===== src/rtl/fpm_page_ctrl.sv =====
`timescale 1ns/1ps
module fpm_page_ctrl #(
  parameter int ROW_W       = 11,
  parameter int COL_W       = 11,
  parameter int DW          = 4,
  parameter int RAH_CYC     = 2,
  parameter int CAS_CYC     = 4,
  parameter int CP_CYC      = 2,
  parameter int RP_CYC      = 8,
  parameter int RAS_MAX_CYC = 24000
) (
  input  logic                                  clk,
  input  logic                                  rst_n,
  input  logic                                  req_valid,
  input  logic                                  req_write,
  input  logic [ROW_W+COL_W-1:0]                req_addr,
  input  logic [DW-1:0]                         req_wdata,
  output logic                                  req_ready,
  output logic                                  rd_valid,
  output logic [DW-1:0]                         rd_data,
  input  logic                                  refresh_req,
  output logic                                  refresh_ok,
  output logic                                  ras_n,
  output logic                                  cas_n,
  output logic                                  we_n,
  output logic                                  oe_n,
  output logic [((ROW_W>COL_W)?ROW_W:COL_W)-1:0] dram_addr,
  output logic [DW-1:0]                         dq_o,
  output logic                                  dq_oe,
  input  logic [DW-1:0]                         dq_i
);
  localparam int AW       = ROW_W + COL_W;
  localparam int MA_W     = (ROW_W > COL_W) ? ROW_W : COL_W;
  localparam int CNT_W    = 8;
  localparam int AGE_W    = $clog2(RAS_MAX_CYC + 1);
  localparam int GUARD    = CAS_CYC + CP_CYC + 2;
  localparam int CLOSE_AT = RAS_MAX_CYC - GUARD;

  typedef enum logic [2:0] {S_IDLE, S_ROW, S_COL, S_CAS, S_CP, S_OPEN} st_t;

  st_t              st_q, st_n;
  logic [CNT_W-1:0] cnt_q;
  logic [AGE_W-1:0] age_q;
  logic [AW-1:0]    a_q, a_n;
  logic             w_q, w_n, pend_q;
  logic [DW-1:0]    d_q, d_n;
  logic             rp_done, near_max, hit, acc, acc_ph;

  assign rp_done    = cnt_q >= CNT_W'(RP_CYC - 1);
  assign near_max   = age_q > AGE_W'(CLOSE_AT);
  assign hit        = req_addr[AW-1:COL_W] == a_q[AW-1:COL_W];
  assign refresh_ok = (st_q == S_IDLE) && rp_done && !pend_q;
  assign req_ready  = !refresh_req && ((st_q == S_IDLE && rp_done && !pend_q) ||
                                       (st_q == S_OPEN && !near_max));
  assign acc        = req_valid && req_ready;
  assign a_n        = acc ? req_addr  : a_q;
  assign w_n        = acc ? req_write : w_q;
  assign d_n        = acc ? req_wdata : d_q;
  assign acc_ph     = (st_n == S_COL) || (st_n == S_CAS);

  always_comb begin
    st_n = st_q;
    case (st_q)
      S_IDLE: if (rp_done && (pend_q || acc)) st_n = S_ROW;
      S_ROW:  if (cnt_q == CNT_W'(RAH_CYC - 1)) st_n = S_COL;
      S_COL:  st_n = S_CAS;
      S_CAS:  if (cnt_q == CNT_W'(CAS_CYC - 1)) st_n = S_CP;
      S_CP:   if (cnt_q == CNT_W'(CP_CYC - 1)) st_n = S_OPEN;
      S_OPEN: if (acc) st_n = hit ? S_COL : S_IDLE;
              else if (refresh_req || near_max) st_n = S_IDLE;
      default: st_n = S_IDLE;
    endcase
  end

  always_ff @(posedge clk) begin
    if (!rst_n) begin
      st_q      <= S_IDLE;
      cnt_q     <= CNT_W'(RP_CYC - 1);
      age_q     <= '0;
      a_q       <= '0;
      w_q       <= 1'b0;
      d_q       <= '0;
      pend_q    <= 1'b0;
      ras_n     <= 1'b1;
      cas_n     <= 1'b1;
      we_n      <= 1'b1;
      oe_n      <= 1'b1;
      dq_oe     <= 1'b0;
      dq_o      <= '0;
      dram_addr <= '0;
      rd_valid  <= 1'b0;
      rd_data   <= '0;
    end else begin
      st_q  <= st_n;
      a_q   <= a_n;
      w_q   <= w_n;
      d_q   <= d_n;
      cnt_q <= (st_n != st_q) ? '0 : (st_q == S_IDLE && rp_done) ? cnt_q : cnt_q + 1'b1;
      age_q <= (st_n == S_IDLE) ? '0 : (st_q == S_IDLE) ? AGE_W'(1) : age_q + 1'b1;
      if (st_q == S_OPEN && acc && !hit) pend_q <= 1'b1;
      else if (st_q == S_IDLE && st_n == S_ROW) pend_q <= 1'b0;
      ras_n     <= st_n == S_IDLE;
      cas_n     <= st_n != S_CAS;
      we_n      <= !(acc_ph && w_n);
      dq_oe     <= acc_ph && w_n;
      oe_n      <= !(acc_ph && !w_n);
      dq_o      <= d_n;
      dram_addr <= (st_n == S_ROW) ? MA_W'(a_n[AW-1:COL_W]) : MA_W'(a_n[COL_W-1:0]);
      rd_valid  <= (st_q == S_CAS) && (cnt_q == CNT_W'(CAS_CYC - 1)) && !w_q;
      if ((st_q == S_CAS) && (cnt_q == CNT_W'(CAS_CYC - 1)) && !w_q) rd_data <= dq_i;
    end
  end
endmodule


===== config.mk =====
export PLATFORM = sky130hd
export DESIGN_NAME = fpm_page_ctrl
export DESIGN_NICKNAME = d
export VERILOG_FILES = /design/src/rtl/fpm_page_ctrl.sv
export SDC_FILE = /design/constraint.sdc
export NUM_CORES = 1
export LEC_CHECK = 0
export CAP_MARGIN = 25
export CORE_AREA = 4 4 92 94
export DETAILED_ROUTE_END_ITERATION = 16
export DIE_AREA = 0 0 96 98
export DONT_BUFFER_PORTS = 1
export PLACE_DENSITY = 0.56
export SLEW_MARGIN = 20
export SYNTH_ARGS = -nofsm -noshare
export SYNTH_HDL_FRONTEND = slang
export SYNTH_SLANG_ARGS = --single-unit

===== constraint.sdc =====
create_clock -name clk -period 6.1 [get_ports clk]
set_input_delay 0.915 -clock clk [delete_from_list [all_inputs] [get_ports clk]]
set_output_delay 0.915 -clock clk [all_outputs]
set_load 0.03 [all_outputs]

==> impl_metrics.json, run 1 <==
{
  "cts.clk_slew.worst_paths_ns": 0.08,
  "crit_required_ns": 5.18,
  "clock_path_buffers": 2,
  "hpwl_mm": 4.667,
  "cts_buffers": 9,
  "synth_area_sq_um": 3396,
  "worstPathArrival_ns": 2.56,
  "post-route-period-util_pct": 56.90,
  "p_leak_nw": 1.244,
  "dieArea_sq_um": 9408,
  "synth-edff-count": 0,
  "crit_path_start_kind": "flip-flop",
  "postCtsSetupRepairBufs": 0,
  "grt_pass1_wl_mm": 11.25,
  "final_cell_mix": "dfxtp_1 (75), nor2b_1 (33), mux2i_1 (32)",
  "ctsResizeCount": 0,
  "crit_path_end_kind": "output pin",
  "area_growth_pct": 7.774,
  "wl_per_cell_um": 14.98,
  "slew_violations": 0,
  "layout_commonest_cell": "dfxtp_1",
  "reg2reg_from": "st_q[1]$_SDFF_PN0_",
  "route.detailed.drc": 0,
  "post-place-ws_ns": 2.985,
  "postSynthCellCount": 336,
  "cts_hold_buf": 0,
  "tightest_slew_ns": 0.7306,
  "nets": 373,
  "n_fill_cell": 750,
  "hold_violations": 0,
  "max_freq_ghz": 0.2881,
  "antenna_found_initial": 0,
  "dr.pass1.iters": 4,
  "holdCritStartpoint": "a_q[9]$_SDFF_PN0_",
  "vias_per_cell": 5.266,
  "status": "complete, no violations",
  "fin_crit_ns": 3.471,
  "slowest_delay_ns": 0.60,
  "grt_start_max_net_pins": 47,
  "ff2ff_path_depth": 7,
  "start_util_pct": 44.40,
  "maxCapViolCount": 0,
  "ctsHtreeMaxLevel": 3,
  "fp-row-count": 32,
  "crit_fanout": 4,
  "syn_avg_cell_area_sq_um": 10.11,
  "reg2reg_to": "dram_addr[4]$_SDFF_PN0_",
  "rsz0062_at_grt": "no",
  "clock-sinks": 75,
  "grt_overflow": 0,
  "drtAntennaViolNets": 0,
  "synth_cell_types": 49,
  "yosysSeqAreaShare_pct": 44.22,
  "ios": 62,
  "antennaDiodeCount": 0,
  "yosys_warnings": 0,
  "path_cells": "inv_1 > ha_1 > or3b_2 > nor4_1 > a31oi_1 > nand2b_1 > a21oi_1",
  "cts_tree": "done",
  "fp.dieW_um": 96,
  "clock_latency_ns": 0.35,
  "path_delay_family": "simple AND/OR/NAND/NOR gates",
  "ys.flop_type": "dfxtp_1",
  "wl_mm": 6.590,
  "layout_setup_ws_ns": 2.629,
  "gp_congestion": 0.8186,
  "crit_path_top_delay_cell": "a21oi_1",
  "finClkSkew_ns": 0.01086,
  "fp.coreArea_sq_um": 7647,
  "crit_type": "reg2out",
  "setup_viol": 0,
  "grt_pass1_vias": 2374,
  "drt_iter0_markers": 94,
  "cts-root-buf": "clkbuf_8",
  "ys_async_sr_fraction_pct": 0,
  "slew_headroom_pct": 51.44,
  "cp.buffers_inverters": 1,
  "vdd_drop_max_mv": 0.1996,
  "synth.net_count": 375,
  "holdPathEnd": "dram_addr[9]$_SDFF_PN0_",
  "ys_seq_elements": 75,
  "whs_path_depth": 2,
  "rrSetupSlack_ns": 3.43,
  "portBuffers": 0,
  "hold_path.class": "reg2reg",
  "drive_above_1_share_pct": 12.13,
  "grt_usage_pct": 14.97,
  "cellPowerDensity_nw_per_um2": 372.9,
  "vias": 2317,
  "tns_ns": 0,
  "dieHeight_um": 98
}
worst reg2reg max path: cells and delay by family (launching register included):
family | cells | cell delay, ns
buf+inv | 1 | 0.46
mux | 1 | 0.39
simple gates | 2 | 0.71
flops | 1 | 0.42
compound gates | 3 | 0.57
worst max-delay path by stage:
| stage | from | to | cells after the start |
|---|---|---|---|
| after detailed placement | age_q[0]$_SDFF_PP0_ | req_ready | 7 |
| final | age_q[0]$_SDFF_PP0_ | req_ready | 7 |
| after global placement | age_q[0]$_SDFF_PP0_ | req_ready | 7 |
| after floorplan | age_q[0]$_SDFF_PP0_ | req_ready | 7 |
| after global routing | age_q[0]$_SDFF_PP0_ | req_ready | 7 |
| after CTS | age_q[0]$_SDFF_PP0_ | req_ready | 7 |
Yosys cell counts (2+ instances only):
master | n | area [sq um]
nand3_1 | 11 | 55.05
nor3_1 | 4 | 20.02
o221ai_1 | 2 | 17.52
ha_1 | 4 | 50.05
nor2_1 | 17 | 63.81
clkbuf_1 | 10 | 37.54
xor2_1 | 23 | 201.4
nand2_1 | 14 | 52.55
nor2b_1 | 33 | 206.5
buf_4 | 3 | 22.52
mux2i_1 | 32 | 320.3
and3_1 | 5 | 31.28
nor4_1 | 3 | 18.77
a32oi_1 | 2 | 17.52
o21ai_0 | 9 | 45.04
o22ai_2 | 11 | 137.6
nand4_1 | 5 | 31.28
dfxtp_1 | 75 | 1501
and2_1 | 8 | 50.05
o31ai_1 | 2 | 15.01
a21oi_1 | 14 | 70.07
buf_12 | 2 | 40.04
inv_1 | 9 | 33.78
xnor2_1 | 8 | 70.07
a31oi_1 | 3 | 18.77
buf_6 | 2 | 22.52
nand2b_1 | 3 | 18.77
per-layer routing:
layer / routed length [um] / share of wire [%] / GRT usage, % / vias to the layer above
li1: - / - / - / 1159
met1: 2998 / 45 / 18.78 / 1097
met2: 2994 / 45 / 23.26 / 49
met3: 491 / 7.5 / 5.932 / 12
met4: 105 / 1.6 / 4.923 / 0
met5: 0 / 0 / 0 / -
kinds of logic (layout without fill, tap and decap cells):
logic type	after synthesis	in the layout	synth area share, %
AO/OA/AOI/OAI	54	54	12.97
adder cells (fa/ha/maj)	4	4	1.474
buffers and inverters	26	28	4.606
multiplexers	32	32	9.433
XOR/XNOR	31	31	7.996
AND/OR/NAND/NOR	114	114	19.31
flip-flops	75	75	44.22
through the flow:
| stage | util [%] | area (sq um) | hold slack (ns) | power, W | std cells |
|---|---|---|---|---|---|
| 2_1_floorplan | - | 3396 | 0.4764 | 0.0009153 | 336 |
| 3_3_place_gp | 45.06 | 3446 | 0.4953 | 0.0009622 | 425 |
| 3_5_place_dp | 45.06 | 3446 | 0.5182 | 0.0009682 | 425 |
| 4_1_cts | 47.86 | 3660 | 0.5369 | 0.001386 | 440 |
| 5_1_grt | 47.86 | 3660 | 0.5551 | 0.001447 | 440 |
| 6_report | 47.86 | 3660 | 0.5288 | 0.001365 | 440 |
flip-flops by register name, indices dropped and copies added (netlist names):
| register | count |
|---|---|
| w_q | 1 |
| rd_valid | 1 |
| dram_addr | 11 |
| we_n | 1 |
| rd_data | 4 |
| cnt_q | 8 |
| st_q | 3 |
| age_q | 15 |
| d_q | 4 |
| a_q | 22 |
| oe_n | 1 |
| pend_q | 1 |
| cas_n | 1 |
| ras_n | 1 |
| dq_oe | 1 |
power by group:
group	switching, W	internal, W
Clock	0.000184	0.000229
Sequential	0.0000716	0.000540
Combinational	0.000198	0.000141
area by class of cell:
type / instances / area (sq um) / area share (%)
clock buffers: 9 / 123.9 / 3.385
clock inverters: 6 / 90.09 / 2.462
inverters: 9 / 33.78 / 0.9231
multi-input cells: 235 / 1753 / 47.90
flip-flops and latches: 75 / 1501 / 41.03
well taps: 102 / 127.6 / 3.487
repair buffers: 4 / 30.03 / 0.8205
Note: power is estimated with default switching activity, not from simulation.
==> run 2: changes to the inputs <==
--- a/config.mk
+++ b/config.mk
@@ -5,12 +5,13 @@
 export SDC_FILE = /design/constraint.sdc
 export NUM_CORES = 1
 export LEC_CHECK = 0
+export ABC_AREA = 1
 export CAP_MARGIN = 25
 export CORE_AREA = 4 4 92 94
 export DETAILED_ROUTE_END_ITERATION = 16
 export DIE_AREA = 0 0 96 98
 export DONT_BUFFER_PORTS = 1
-export PLACE_DENSITY = 0.56
+export PLACE_DENSITY = 0.58
 export SLEW_MARGIN = 20
 export SYNTH_ARGS = -nofsm -noshare
 export SYNTH_HDL_FRONTEND = slang
==> constraint.sdc (replaced) <==
create_clock -name clk -period 2.8 [get_ports clk]
set_input_delay 0.42 -clock clk [delete_from_list [all_inputs] [get_ports clk]]
set_output_delay 0.42 -clock clk [all_outputs]
set_load 0.03 [all_outputs]
==> run 2 against run 1 <==
Wire length up 12%. Final cell count up 28%. Die area unchanged. Sequential power up 140%. Clock skew about the same. Flip-flop and latch count unchanged. Critical endpoint is now refresh_ok. Non-clock buffer count up 1. Total power up 140%. Clock power up 89%.
==> impl_metrics.json, run 2 <==
{
  "cts-root-buf": "clkbuf_8",
  "antennaDiodeCount": 0,
  "dr.pass1.iters": 4,
  "whs_path_depth": 1,
  "synth_top_cell_area_share_pct": 44.40,
  "crit_type": "reg2out",
  "postSynthCellCount": 454,
  "crit_fanout": 8,
  "ctsResizeCount": 0,
  "largest_reg_flops": 22,
  "ys.flop_type": "dfxtp_1",
  "grt_pass1_wl_mm": 12.68,
  "vias": 2713,
  "yosysSeqAreaShare_pct": 44.40,
  "p_leak_nw": 1.575,
  "ys_async_sr_fraction_pct": 0,
  "maxCapViolCount": 0,
  "dieHeight_um": 98,
  "portBuffers": 0,
  "rsz0062_at_grt": "no",
  "ios": 62,
  "tightest_slew_ns": 0.6049,
  "synth_area_sq_um": 3382,
  "ff2ff_path_depth": 14,
  "cellPowerDensity_nw_per_um2": 891.6,
  "worstPathArrival_ns": 2.07,
  "wl_mm": 7.372,
  "n_fill_cell": 799,
  "final_cell_mix": "nand2_1 (101), nor2_1 (78), dfxtp_1 (75)",
  "slew_violations": 0,
  "fin_crit_ns": 2.490,
  "yosys_warnings": 0,
  "clkPwrFrac_pct": 24.0,
  "seqPwrFrac_pct": 45.9,
  "ctsHtreeMaxLevel": 3,
  "slew_headroom_pct": 59.53,
  "reg.largest.list": "a_q x22, age_q x15, dram_addr x11",
  "synth.area.top_cells": "dfxtp_1 (44%), nand2_1 (11%), nor2_1 (8.7%)",
  "swShare_pct": 40.12,
  "ys_seq_elements": 75,
  "grt_start_max_net_pins": 29,
  "synth-edff-count": 0,
  "gp_congestion": 0.8706,
  "final-seq-area_sq_um": 1501,
  "finClkSkew_ns": 0.01072,
  "synth_cell_types": 36,
  "dieArea_sq_um": 9408,
  "route.detailed.drc": 0,
  "crit_path_end_kind": "output pin",
  "hold_violations": 0,
  "drive_above_1_share_pct": 9.761,
  "synth.net_count": 493,
  "drt_iter0_markers": 119,
  "largest_register": "a_q",
  "area_growth_pct": 7.880,
  "drtAntennaViolNets": 0,
  "status": "complete, no violations",
  "cts_tree": "done",
  "grt_overflow": 0,
  "wl_per_cell_um": 13.09,
  "fp-row-count": 32,
  "clock_latency_ns": 0.35,
  "postCtsSetupRepairBufs": 0,
  "nets": 495,
  "cts.clk_slew.worst_paths_ns": 0.08,
  "hold_path.class": "in2reg",
  "grt_usage_pct": 17.06,
  "start_util_pct": 44.22,
  "clock-sinks": 75,
  "post-route-period-util_pct": 88.94,
  "total_power_w": 0.003253,
  "cts_hold_buf": 0,
  "clock_path_buffers": 2,
  "synth_common_cells": "nand2_1 (101), nor2_1 (78), dfxtp_1 (75), inv_1 (40), xor2_1 (23)",
  "hpwl_mm": 5.366,
  "syn_avg_cell_area_sq_um": 7.449,
  "cts_buffers": 9,
  "crit_required_ns": 2.38,
  "grt_pass1_vias": 2700,
  "tns_ns": 0,
  "multi_input_area_sq_um": 1637,
  "synth.most_common_cell": "nand2_1",
  "vdd_drop_max_mv": 0.4358,
  "cellInternalPower_w": 0.001948,
  "synth_top_area_cell": "dfxtp_1",
  "p_comb_share_pct": 30.1,
  "max_freq_ghz": 0.4016,
  "switching_power_w": 0.001305,
  "fp.dieW_um": 96,
  "fp.coreArea_sq_um": 7647,
  "layout_commonest_cell": "nand2_1",
  "vias_per_cell": 4.819,
  "setup_viol": 0,
  "antenna_found_initial": 0,
  "crit_path_start_kind": "flip-flop"
}
==> run 2: cell families after synthesis <==
kind of cell | count (synthesis) | share of synthesized area, %
simple gates | 249 | 32.59
flops | 75 | 44.40
buf+inv | 56 | 7.213
compound gates | 42 | 7.067
xor+xnor | 28 | 7.251
fa+ha+maj | 4 | 1.480
==> run 2: final timing paths <==
check	start	endpoint	slack, ns
max reg2reg	cnt_q[0]$_SDFFE_PN1P_	dram_addr[1]$_SDFF_PN0_	0.49
max	cnt_q[0]$_SDFFE_PN1P_	refresh_ok	0.31
min	rst_n	cas_n$_SDFF_PN1_	0.14
min reg2reg	pend_q$_SDFFE_PN0P_	pend_q$_SDFFE_PN0P_	0.49
==> run 2: per-stage QoR <==
step                area [sq um]  setup WS, ns  cells  hold WS, ns  utilization, %
CTS                         3649        0.2803    563       0.1222           47.71
global route                3649       0.09940    563       0.1273           47.71
global placement            3462        0.5823    547       0.4778           45.27
finish                      3649        0.3097    563       0.1410           47.71
floorplan                   3382        0.6891    454       0.4586               -
detailed placement          3462        0.4966    547       0.4821           45.27
==> run 2: power by group through the flow <==
stage          logic, W  clock network, W  registers (W)
2_1_floorplan  0.000819                 0        0.00149
3_3_place_gp   0.000976                 0        0.00152
3_5_place_dp   0.000986                 0        0.00152
4_1_cts        0.000992          0.000819        0.00150
5_1_grt         0.00115          0.000856        0.00152
6_report       0.000979          0.000780        0.00149
==> run 2: area by class of cell <==
type | instances | area share [%]
tap | 102 | 3.498
sequential | 75 | 41.15
inverter | 42 | 4.355
clock buffer | 10 | 3.772
timing repair buffer | 5 | 1.029
multi-input combinational | 323 | 44.86
clock inverter | 6 | 1.337
==> run 2: routing by layer <==
layer	part of all wire (%)	global-route usage, %
met1	42	20.23
met2	49	27.46
met3	7.4	6.703
met4	1.6	6.455
met5	0	0
==> run 2: worst max-delay path, cell delays in order, from the launching register on <==
cell and delay, ns:
dfxtp_1 0.40, ha_1 0.21, nand2_1 0.08, inv_1 0.07
nor2_1 0.06, a21boi_4 0.27, inv_1 0.14, nor2_1 0.49
